**src/rtl/hs_pkg.sv**
```systemverilog
package hs_pkg;

  typedef enum logic [3:0] {
    ST_IDLE  = 4'd0,
    ST_WFREE = 4'd1,
    ST_ADDR  = 4'd2,
    ST_REQ   = 4'd3,
    ST_REL   = 4'd4,
    ST_WRDY  = 4'd5,
    ST_ACKH  = 4'd6,
    ST_ACKL  = 4'd7,
    ST_FAIL  = 4'd8
  } hs_state_e;

  // bit positions of the resynchronised strobe vector
  localparam int unsigned SYN_RDY  = 0;
  localparam int unsigned SYN_ACK  = 1;
  localparam int unsigned SYN_FREE = 2;
  localparam int unsigned SYN_W    = 3;

endpackage

```
**src/rtl/hs_sync.sv**
```systemverilog
module hs_sync #(
  parameter int unsigned W      = 3,
  parameter int unsigned STAGES = 2
) (
  input  logic         clk,
  input  logic         rst_n,
  input  logic [W-1:0] d,
  output logic [W-1:0] q
);

  for (genvar b = 0; b < W; b++) begin : g_bit
    logic [STAGES-1:0] chain;
    always_ff @(posedge clk or negedge rst_n) begin
      if (!rst_n) chain <= '0;
      else        chain <= {chain[STAGES-2:0], d[b]};
    end
    assign q[b] = chain[STAGES-1];
  end

endmodule

```
**src/rtl/hs_wait_timer.sv**
```systemverilog
module hs_wait_timer #(
  parameter int unsigned TW = 8
) (
  input  logic          clk,
  input  logic          rst_n,
  input  logic          restart,
  input  logic [TW-1:0] limit,
  output logic          expired
);

  localparam logic [TW-1:0] CNT_MAX = '1;
  localparam logic [TW-1:0] ONE     = TW'(1);

  logic [TW-1:0] cnt;

  always_ff @(posedge clk or negedge rst_n) begin
    if (!rst_n)              cnt <= '0;
    else if (restart)        cnt <= '0;
    else if (cnt != CNT_MAX) cnt <= cnt + ONE;
  end

  assign expired = (limit != '0) && (cnt == limit - ONE);

endmodule

```
**src/rtl/hs_read_fsm.sv**
```systemverilog
module hs_read_fsm
  import hs_pkg::*;
#(
  parameter int unsigned AW = 16,
  parameter int unsigned DW = 16
) (
  input  logic          clk,
  input  logic          rst_n,
  input  logic          cmd_valid,
  input  logic [AW-1:0] cmd_addr,
  input  logic          free_s,
  input  logic          ack_s,
  input  logic          rdy_s,
  input  logic [DW-1:0] data_in,
  input  logic          expired,
  output logic          restart,
  output logic [AW-1:0] addr_q,
  output logic [DW-1:0] data_q,
  output logic          cmd_ready,
  output logic          addr_oe,
  output logic          req,
  output logic          ack_oe,
  output logic          ack_o,
  output logic          rsp_valid,
  output logic          rsp_err
);

  hs_state_e st, nxt;

  always_comb begin
    nxt = st;
    unique case (st)
      ST_IDLE:  if (cmd_valid) nxt = ST_WFREE;
      ST_WFREE: if (free_s)    nxt = ST_ADDR;  else if (expired) nxt = ST_FAIL;
      ST_ADDR:                 nxt = ST_REQ;
      ST_REQ:   if (ack_s)     nxt = ST_REL;   else if (expired) nxt = ST_FAIL;
      ST_REL:   if (!ack_s)    nxt = ST_WRDY;  else if (expired) nxt = ST_FAIL;
      ST_WRDY:  if (rdy_s)     nxt = ST_ACKH;  else if (expired) nxt = ST_FAIL;
      ST_ACKH:  if (!rdy_s)    nxt = ST_ACKL;  else if (expired) nxt = ST_FAIL;
      ST_ACKL:                 nxt = ST_IDLE;
      ST_FAIL:                 nxt = ST_IDLE;
      default:                 nxt = ST_IDLE;
    endcase
  end

  assign restart = (nxt != st);

  always_ff @(posedge clk or negedge rst_n) begin
    if (!rst_n) begin
      st     <= ST_IDLE;
      addr_q <= '0;
      data_q <= '0;
    end else begin
      st <= nxt;
      if (st == ST_IDLE && cmd_valid) addr_q <= cmd_addr;
      if (st == ST_WRDY && rdy_s)     data_q <= data_in;
    end
  end

  assign cmd_ready = (st == ST_IDLE);
  assign addr_oe   = (st == ST_ADDR) || (st == ST_REQ);
  assign req       = (st == ST_REQ);
  assign ack_oe    = (st == ST_WRDY) || (st == ST_ACKH) || (st == ST_ACKL);
  assign ack_o     = (st == ST_ACKH);
  assign rsp_valid = (st == ST_ACKL) || (st == ST_FAIL);
  assign rsp_err   = (st == ST_FAIL);

endmodule

```
**src/rtl/hs_read_init.sv**
```systemverilog
module hs_read_init
  import hs_pkg::*;
#(
  parameter int unsigned ADDR_W      = 16,
  parameter int unsigned DATA_W      = 16,
  parameter int unsigned WAIT_W      = 8,
  parameter int unsigned SYNC_STAGES = 2
) (
  input  logic              clk,
  input  logic              rst_n,
  input  logic [WAIT_W-1:0] cfg_wait_limit,
  input  logic              cmd_valid,
  output logic              cmd_ready,
  input  logic [ADDR_W-1:0] cmd_addr,
  output logic              rsp_valid,
  output logic              rsp_err,
  output logic [DATA_W-1:0] rsp_data,
  input  logic              bus_free,
  output logic [ADDR_W-1:0] bus_addr,
  output logic              bus_addr_oe,
  output logic              bus_req,
  input  logic              bus_ack_i,
  output logic              bus_ack_o,
  output logic              bus_ack_oe,
  input  logic              bus_rdy,
  input  logic [DATA_W-1:0] bus_data
);

  logic [SYN_W-1:0] raw_in, syn_out;
  logic             restart, expired;

  assign raw_in[SYN_FREE] = bus_free;
  assign raw_in[SYN_ACK]  = bus_ack_i;
  assign raw_in[SYN_RDY]  = bus_rdy;

  hs_sync #(.W(SYN_W), .STAGES(SYNC_STAGES)) u_sync (
    .clk (clk),
    .rst_n (rst_n),
    .d (raw_in),
    .q (syn_out)
  );

  hs_wait_timer #(.TW(WAIT_W)) u_timer (
    .clk (clk),
    .rst_n (rst_n),
    .restart (restart),
    .limit (cfg_wait_limit),
    .expired (expired)
  );

  hs_read_fsm #(.AW(ADDR_W), .DW(DATA_W)) u_fsm (
    .clk (clk),
    .rst_n (rst_n),
    .cmd_valid (cmd_valid),
    .cmd_addr (cmd_addr),
    .free_s (syn_out[SYN_FREE]),
    .ack_s (syn_out[SYN_ACK]),
    .rdy_s (syn_out[SYN_RDY]),
    .data_in (bus_data),
    .expired (expired),
    .restart (restart),
    .addr_q (bus_addr),
    .data_q (rsp_data),
    .cmd_ready (cmd_ready),
    .addr_oe (bus_addr_oe),
    .req (bus_req),
    .ack_oe (bus_ack_oe),
    .ack_o (bus_ack_o),
    .rsp_valid (rsp_valid),
    .rsp_err (rsp_err)
  );

endmodule

```
**config.mk**
```make
export PLATFORM = sky130hd
export DESIGN_NAME = hs_read_init
export DESIGN_NICKNAME = d
export VERILOG_FILES = /design/src/rtl/hs_pkg.sv /design/src/rtl/hs_sync.sv /design/src/rtl/hs_wait_timer.sv /design/src/rtl/hs_read_fsm.sv /design/src/rtl/hs_read_init.sv
export SDC_FILE = /design/constraint.sdc
export NUM_CORES = 1
export LEC_CHECK = 0
export ABC_AREA = 1
export BUFFER_PORTS_ARGS = -buffer_cell sky130_fd_sc_hd__buf_2
export CAP_MARGIN = 0
export CORE_UTILIZATION = 45
export CTS_CLUSTER_DIAMETER = 60
export DETAILED_ROUTE_END_ITERATION = 8
export GPL_TIMING_DRIVEN = 0
export HOLD_SLACK_MARGIN = 0.15
export PLACE_DENSITY_LB_ADDON = 0.1
export SETUP_SLACK_MARGIN = 0.15
export SLEW_MARGIN = 20
export SYNTH_ARGS = -nofsm -noshare
export SYNTH_HDL_FRONTEND = slang
export SYNTH_SLANG_ARGS = --single-unit
```
**constraint.sdc**
```tcl
create_clock -name clk -period 1.8 [get_ports clk]
set_clock_uncertainty 0.05 [all_clocks]
set_input_delay 0.36 -clock clk [delete_from_list [all_inputs] [get_ports clk]]
set_output_delay 0.36 -clock clk [all_outputs]
set_load 0.02 [all_outputs]
```
==> results of run 1 <==
final timing paths:
check                      depth (start not counted)                          startpoint  slack [ns]                                 end
max                                               14               u_fsm.st[2]$_DFF_PN0_       -0.14          u_timer.cnt[2]$_DFFE_PN0P_
min                                                2                         bus_data[4]        0.22         u_fsm.data_q[4]$_DFFE_PN0P_
max reg2reg                                       14               u_fsm.st[2]$_DFF_PN0_       -0.14          u_timer.cnt[2]$_DFFE_PN0P_
min reg2reg                                        0  u_sync.g_bit[1].chain[0]$_DFF_PN0_        0.30  u_sync.g_bit[1].chain[1]$_DFF_PN0_
max in group asynchronous                          3                               rst_n        0.67               u_fsm.st[3]$_DFF_PN0_
min in group asynchronous                          2                               rst_n        0.49        u_fsm.data_q[13]$_DFFE_PN0P_
cell families after synthesis:
family                     count (synthesis)  share of synthesized area
AOI/OAI and AO/OA                         13                     0.0291
xor gates and xnor gates                   9                     0.0341
adders and majority gates                  2                    0.00987
buffers and inverters                     38                     0.0568
DFF                                       50                      0.494
muxes                                     32                      0.142
and+or+nand+nor                          125                      0.234
registers in the layout, summed over array words and instances, names as in the netlist:
name	flops
u_fsm.addr_q	16
u_fsm.data_q	16
u_timer.cnt	8
u_sync.g_bit.chain	6
u_fsm.st	4
routing by layer:
layer  global-route usage  share of wire
met1                0.256           0.46
met2                0.321           0.48
met3               0.0464          0.054
met4               0.0604          0.011
met5                    0              0
repair_timing:
| item | CTS | global route |
|---|---|---|
| hold buffers | 4 | 0 |
| hold endpoints to repair | 21 | 0 |
| gates cloned | 0 | 1 |
| pin swaps | 5 | 7 |
| buffers inserted | 8 | 10 |
| gates resized for setup | 33 | 41 |
| endpoints found under the setup margin | 35 | 38 |
worst register-to-register path, stage by stage (launching register included):
cell and delay [ns]:
dfrtp_1 0.44, inv_2 0.07, nor2_4 0.16, inv_2 0.07
nor2_1 0.13, inv_2 0.06, o21ai_1 0.17, a21oi_1 0.06
nand3_1 0.09, nand2_2 0.07, nand3_1 0.08, nand2_2 0.08
nor2_4 0.14, nand2_8 0.11, nor2_4 0.11
Yosys cell counts, drive strengths merged (2+ instances only):
master and number:
nor2 39, ha 2, mux2 32, dfrtp 50
nand2 59, nor3 2, nand3 20, buf 2
o21ai 9, xnor2 4, xor2 5, inv 36
final cells by class:
| type | instances | area [um2] |
|---|---|---|
| flip-flops and latches | 50 | 1250 |
| fillers | 436 | 1590 |
| inverters | 36 | 160 |
| repair buffers | 108 | 712 |
| multi-input cells | 181 | 1320 |
| plain buffers | 2 | 35.0 |
| well taps | 70 | 87.6 |
| clock inverters | 3 | 43.8 |
| clock buffers | 5 | 68.8 |
through the flow:
stage	worst slack, ns	utilization	std cells
after floorplan	-0.0458	-	269
after global placement	-0.405	0.587	423
after detailed placement	-0.434	0.590	424
after CTS	-0.0654	0.650	444
after global routing	-0.292	0.699	455
final	-0.135	0.699	455
power groups by stage:
stage          Clock [W]  Combinational (W)  Sequential [W]
5_1_grt         0.000878            0.00353         0.00188
6_report        0.000810            0.00330         0.00183
3_3_place_gp           0            0.00248         0.00179
2_1_floorplan          0            0.00132         0.00227
4_1_cts         0.000827            0.00280         0.00180
3_5_place_dp           0            0.00253         0.00181
==> qor.csv, run 1 <==
stage,metric,value,unit
pwr,seq_power_share,0.308,
cells_and_area,layout_common_cells,"buf_2 (75), nand2_1 (49), dfrtp_1 (47)",
pwr,fin_total_pwr,0.00593,W
global_routing,overflow,0,
logic_synthesis,synth_top_flop_cell,dfrtp_1,
pwr,netSwitchingPower,0.00246,W
logic_synthesis,yosysSeqAreaShare,0.494,
route,drt_iter0_markers,67,
critical_path,cp-start-kind,register,
critical_path,worstPathRequired,1.99,ns
cells_and_area,area_growth,45.4,%
min_path,hold_path_class,in -> reg,
critical_path,slowest_delay,0.44,ns
pwr,combPwrFrac,0.556,
cells_and_area,antenna-diode-count,0,
timing,fmax,0.517,GHz
route,drt_pass1_iterations,4,
cells_and_area,final_common_cell,buf_2,
route,viasPerCell,4.81,
timing,relSlewSlack,0.689,
route,drc_errors,0,
place,place_area,3110,um2
timing,finalCritPeriodShare,1.08,
pwr,swShare,0.415,
global_routing,grt_max_degree,33,
timing,setup_viol,10,
timing,finalHoldViolCount,0,
logic_synthesis,synth.avg_cell_area,9.42,um2
timing,period_needed,1.94,ns
pwr,ir_worst_vdd,0.000980,V
timing,report.final.slew_viol_count,0,
logic_synthesis,synth.distinct_cells,30,
timing,whs,0.223,ns
logic_synthesis,syn_inst,269,
floorplanning,initial_core_util,0.481,
status,violations,negative setup slack,
route,ant_nets,0,
status,status,"finished, violations left",
pwr,p_leak,1.87,nW
floorplanning,core-area,5270,um2
critical_path,path_cells,"inv_2, nor2_4, inv_2, nor2_1, inv_2, o21ai_1, a21oi_1, nand3_1, nand2_2, nand3_1, nand2_2, nor2_4, nand2_8, nor2_4",
logic_synthesis,synth_edf_count,0,
global_routing,grt_first_pass_wirelength,9.23,mm
floorplanning,fp.dieH,77.0,um
pwr,clockPowerShare,0.136,
cts,cts-root-buf,clkbuf_8,
timing,layout_setup_ws,-0.135,ns
critical_path,crit_path_max_fanout,8,
critical_path,path_class,reg -> reg,
route,wl,5.86,mm
place,finalWeightedCongestion,0.852,
cts,path_clk_slew,0.10,ns
logic_synthesis,synthArstFlopShare,1.00,
timing,rsz0062_at_grt,yes,
critical_path,slowest_stage,dfrtp_1,
cts,clk_latency,0.31,ns
pwr,p_int,0.00347,W
logic_synthesis,ys_top_cells_by_area,"dfrtp_1 (49%), mux2_2 (14%), nand2_1 (7.7%)",
critical_path,cp.arrival,2.12,ns
critical_path,worst-path-buf-inv,3,
floorplanning,io_pins,85,
global_routing,first_global_vias,2108,
logic_synthesis,synth_top_area_cell,dfrtp_1,
route,dr_total_vias,2187,
cts,cts_buffers,5,
floorplanning,die_w,77.0,um
route,routedWlPerCell,12.9,um
pwr,power_density,1610,nW/um2
logic_synthesis,netlist_area,2530,um2
timing,timing.setup.tns,-1.02,ns
cts,clockBufferDepth,2,
global_routing,grt_usage,0.196,
cts,cts_max_level,2,
place,dp_hpwl,4.02,mm
cells_and_area,drive_above_1_share,0.530,
cells_and_area,design_area,3680,um2
logic_synthesis,yosys_warnings,0,
logic_synthesis,synth_seq_cells,50,
floorplanning,dieArea,5930,um2
logic_synthesis,synth_fp_nets,317,
cts,cts_tree,built,
cells_and_area,nets,432,
timing,tightestPinTransition,0.467,ns
flow_run,maxCapViolCount,0,
cts,cts_sinks,50,
critical_path,cp_top_family,simple AND/OR/NAND/NOR gates,
place,io_buffer_count,84,
floorplanning,rows,26,
critical_path,cp-end-kind,register,
logic_synthesis,synth.top_cell.area_share,0.494,
global_routing,antenna_found_initial,0,
Note: power is estimated with default switching activity, not from simulation.
==> run 2: changes to the inputs <==
--- a/config.mk
+++ b/config.mk
@@ -13,7 +13,7 @@
 export DETAILED_ROUTE_END_ITERATION = 8
 export GPL_TIMING_DRIVEN = 0
 export HOLD_SLACK_MARGIN = 0.15
-export PLACE_DENSITY_LB_ADDON = 0.1
+export PLACE_DENSITY = 0.8
 export SETUP_SLACK_MARGIN = 0.15
 export SLEW_MARGIN = 20
 export SYNTH_ARGS = -nofsm -noshare
==> run 2 against run 1 <==
  * The flow still finishes with violations (negative setup slack)
  * Hold slack gained 0.016 ns
  * Power fell by 11%
  * Sequential cell count stayed put
  * Clock-buffer cell count up 1
  * Non-clock buffer count is 10 lower
  * Sequential power hardly changed
  * Largest cell class is now sequential cells
==> qor.csv, run 2 (synthesis results as in run 1) <==
stage,metric,value,unit,change
route,drt_pass1_iterations,4,,unchanged
timing,setup_viol,10,,unchanged
timing,period_needed,1.88,ns,was 1.94 ns
pwr,power_density,1540,nW/um2,was 1610 nW/um2
timing,report.final.slew_viol_count,0,,unchanged
floorplanning,io_pins,85,,unchanged
timing,timing.setup.tns,-0.497,ns,was -1.02 ns
status,violations,negative setup slack,,unchanged
route,drc_errors,0,,unchanged
cts,path_clk_slew,0.09,ns,was 0.10 ns
cts,cts_tree,built,,unchanged
pwr,combPwrFrac,0.535,,was 0.556
cells_and_area,drive_above_1_share,0.523,,was 0.530
critical_path,path_cells,"ha_1, nand3_1, inv_2, nand3_1, nor2_1, inv_1, nor2_2, inv_1, nand2_1, xor2_1, inv_1, nor2_2",,"was inv_2, nor2_4, inv_2, nor2_1, inv_2, o21ai_1, a21oi_1, nand3_1, nand2_2, nand3_1, nand2_2, nor2_4, nand2_8, nor2_4"
route,viasPerCell,4.86,,was 4.81
floorplanning,die_w,77.0,um,unchanged
critical_path,slowest_stage,dfrtp_1,,unchanged
cells_and_area,reg_top3,"u_fsm.addr_q: 16 flops, u_fsm.data_q: 16 flops, u_timer.cnt: 8 flops",,unchanged
critical_path,path_class,reg -> reg,,unchanged
cells_and_area,antenna-diode-count,0,,unchanged
floorplanning,rows,26,,unchanged
critical_path,crit_path_max_fanout,5,,was 8
critical_path,cp.arrival,2.06,ns,was 2.12 ns
critical_path,cp-startpoint,u_timer.cnt[0]$_DFFE_PN0P_,,was u_fsm.st[2]$_DFF_PN0_
route,drt_iter0_markers,86,,was 67
timing,finalHoldViolCount,0,,unchanged
pwr,p_leak,1.70,nW,was 1.87 nW
critical_path,crit_end,u_timer.cnt[2]$_DFFE_PN0P_,,unchanged
global_routing,grt_first_pass_wirelength,9.29,mm,was 9.23 mm
pwr,netSwitchingPower,0.00224,W,was 0.00246 W
cts,clockBufferDepth,2,,unchanged
timing,layout_setup_ws,-0.0778,ns,was -0.135 ns
status,status,"finished, violations left",,unchanged
timing,finalCritPeriodShare,1.04,,was 1.08
global_routing,first_global_vias,2196,,was 2108
route,routedWlPerCell,12.1,um,was 12.9 um
cells_and_area,multi_input_area,1230,um2,was 1320 um2
cts,cts_buffers,5,,unchanged
global_routing,grt_usage,0.193,,was 0.196
place,io_buffer_count,84,,unchanged
cells_and_area,fillers,432,,was 436
pwr,seq_power_share,0.341,,was 0.308
global_routing,antenna_found_initial,0,,unchanged
cts,cts_max_level,2,,unchanged
cells_and_area,layout_common_cells,"buf_2 (74), nand2_1 (48), dfrtp_1 (47)",,"was buf_2 (75), nand2_1 (49), dfrtp_1 (47)"
route,dr_total_vias,2162,,was 2187
timing,fmax,0.533,GHz,was 0.517 GHz
cells_and_area,nets,422,,was 432
place,dp_hpwl,3.96,mm,was 4.02 mm
cts,cts_sinks,50,,unchanged
critical_path,r2r-end,u_timer.cnt[2]$_DFFE_PN0P_,,unchanged
critical_path,slowest_delay,0.43,ns,was 0.44 ns
critical_path,reg2reg_depth,12,,was 14
critical_path,crit_path_frequent_cell,inv_1,,
cells_and_area,seqCellArea,1250,um2,unchanged
timing,rsz0062_at_grt,yes,,unchanged
critical_path,worstPathRequired,1.98,ns,was 1.99 ns
flow_run,maxCapViolCount,0,,unchanged
global_routing,grt_max_degree,51,,was 33
timing,relSlewSlack,0.599,,was 0.689
pwr,p_int,0.00307,W,was 0.00347 W
critical_path,r2r-start,u_timer.cnt[0]$_DFFE_PN0P_,,was u_fsm.st[2]$_DFF_PN0_
critical_path,cp-end-kind,register,,unchanged
route,wl,5.36,mm,was 5.86 mm
critical_path,reg2reg_slack,-0.08,ns,was -0.14 ns
global_routing,overflow,0,,unchanged
timing,tightestPinTransition,0.601,ns,was 0.467 ns
route,ant_nets,0,,unchanged
cts,clk_latency,0.29,ns,was 0.31 ns
pwr,ir_worst_vdd,0.000892,V,was 0.000980 V
floorplanning,dieArea,5930,um2,unchanged
floorplanning,fp.dieH,77.0,um,unchanged
pwr,clockPowerShare,0.124,,was 0.136
cells_and_area,area_growth,35.8,%,was 45.4%
floorplanning,core-area,5270,um2,unchanged
critical_path,cp-start-kind,register,,unchanged
cells_and_area,final_common_cell,buf_2,,unchanged
cts,cts-root-buf,clkbuf_8,,unchanged
min_path,hold_path_class,in -> reg,,unchanged
floorplanning,initial_core_util,0.481,,unchanged
pwr,swShare,0.422,,was 0.415
pwr,fin_total_pwr,0.00531,W,was 0.00593 W
place,finalWeightedCongestion,0.850,,was 0.852
## run 2: how the worst min path moves through the flow
stage	start	to	slack, ns	depth (start not counted)
2_1_floorplan	rst_n	u_fsm.addr_q[0]$_DFFE_PN0P_	0.01	0
3_3_place_gp	u_sync.g_bit[1].chain[0]$_DFF_PN0_	u_sync.g_bit[1].chain[1]$_DFF_PN0_	0.28	0
3_5_place_dp	u_sync.g_bit[1].chain[0]$_DFF_PN0_	u_sync.g_bit[1].chain[1]$_DFF_PN0_	0.28	0
4_1_cts	cmd_addr[10]	u_fsm.addr_q[10]$_DFFE_PN0P_	0.23	2
5_1_grt	cmd_addr[1]	u_fsm.addr_q[1]$_DFFE_PN0P_	0.23	2
6_report	bus_data[4]	u_fsm.data_q[4]$_DFFE_PN0P_	0.24	2
## run 2: worst max-delay path, delay by kind of cell, from the launching register on
family / cells / cell delay (ns)
AND/OR/NAND/NOR: 6 / 0.67
flip-flops: 1 / 0.43
buffers and inverters: 4 / 0.34
adder cells (fa/ha/maj): 1 / 0.19
XOR/XNOR: 1 / 0.15
## run 2: area by class of cell
cell class,count,area share
clock inverter,2,0.00364
clock buffer,6,0.0240
timing repair buffer,98,0.171
tap,70,0.0255
buffer,2,0.00764
multi-input combinational,181,0.358
inverter,36,0.0458
sequential,50,0.365
## run 2: power groups by stage
stage	logic (W)	registers, W	clock network (W)
finish	0.00284	0.00181	0.000657
global route	0.00308	0.00188	0.000722
CTS	0.00276	0.00180	0.000687
detailed placement	0.00252	0.00182	0
global placement	0.00245	0.00180	0
floorplan	0.00132	0.00227	0
## run 2: per-layer routing
layer | track usage | wire length, um | vias to the layer above
li1 | - | - | 1070
met1 | 0.226 | 2240 | 1037
met2 | 0.357 | 2860 | 49
met3 | 0.0417 | 206 | 6
met4 | 0.0472 | 53 | 0
met5 | 0 | 0 | -
## run 2: per-stage QoR
step / instance area, um2 / setup WS (ns) / hold WS [ns] / std cells / utilization
finish: 3440 / -0.0778 / 0.239 / 445 / 0.653
global route: 3440 / -0.294 / 0.232 / 445 / 0.653
CTS: 3390 / -0.0835 / 0.232 / 442 / 0.643
detailed placement: 3090 / -0.502 / 0.285 / 423 / 0.587
global placement: 3090 / -0.447 / 0.283 / 423 / 0.587
floorplan: 2580 / -0.0458 / 0.0144 / 269 / -
## run 2: what timing repair did
item / in CTS / in global routing
hold buffers: 3 / 1
resized for setup: 36 / 8
pin swaps: 9 / 6
setup endpoints to repair: 35 / 37
endpoints found under the hold margin: 3 / 50
setup buffers: 8 / 2
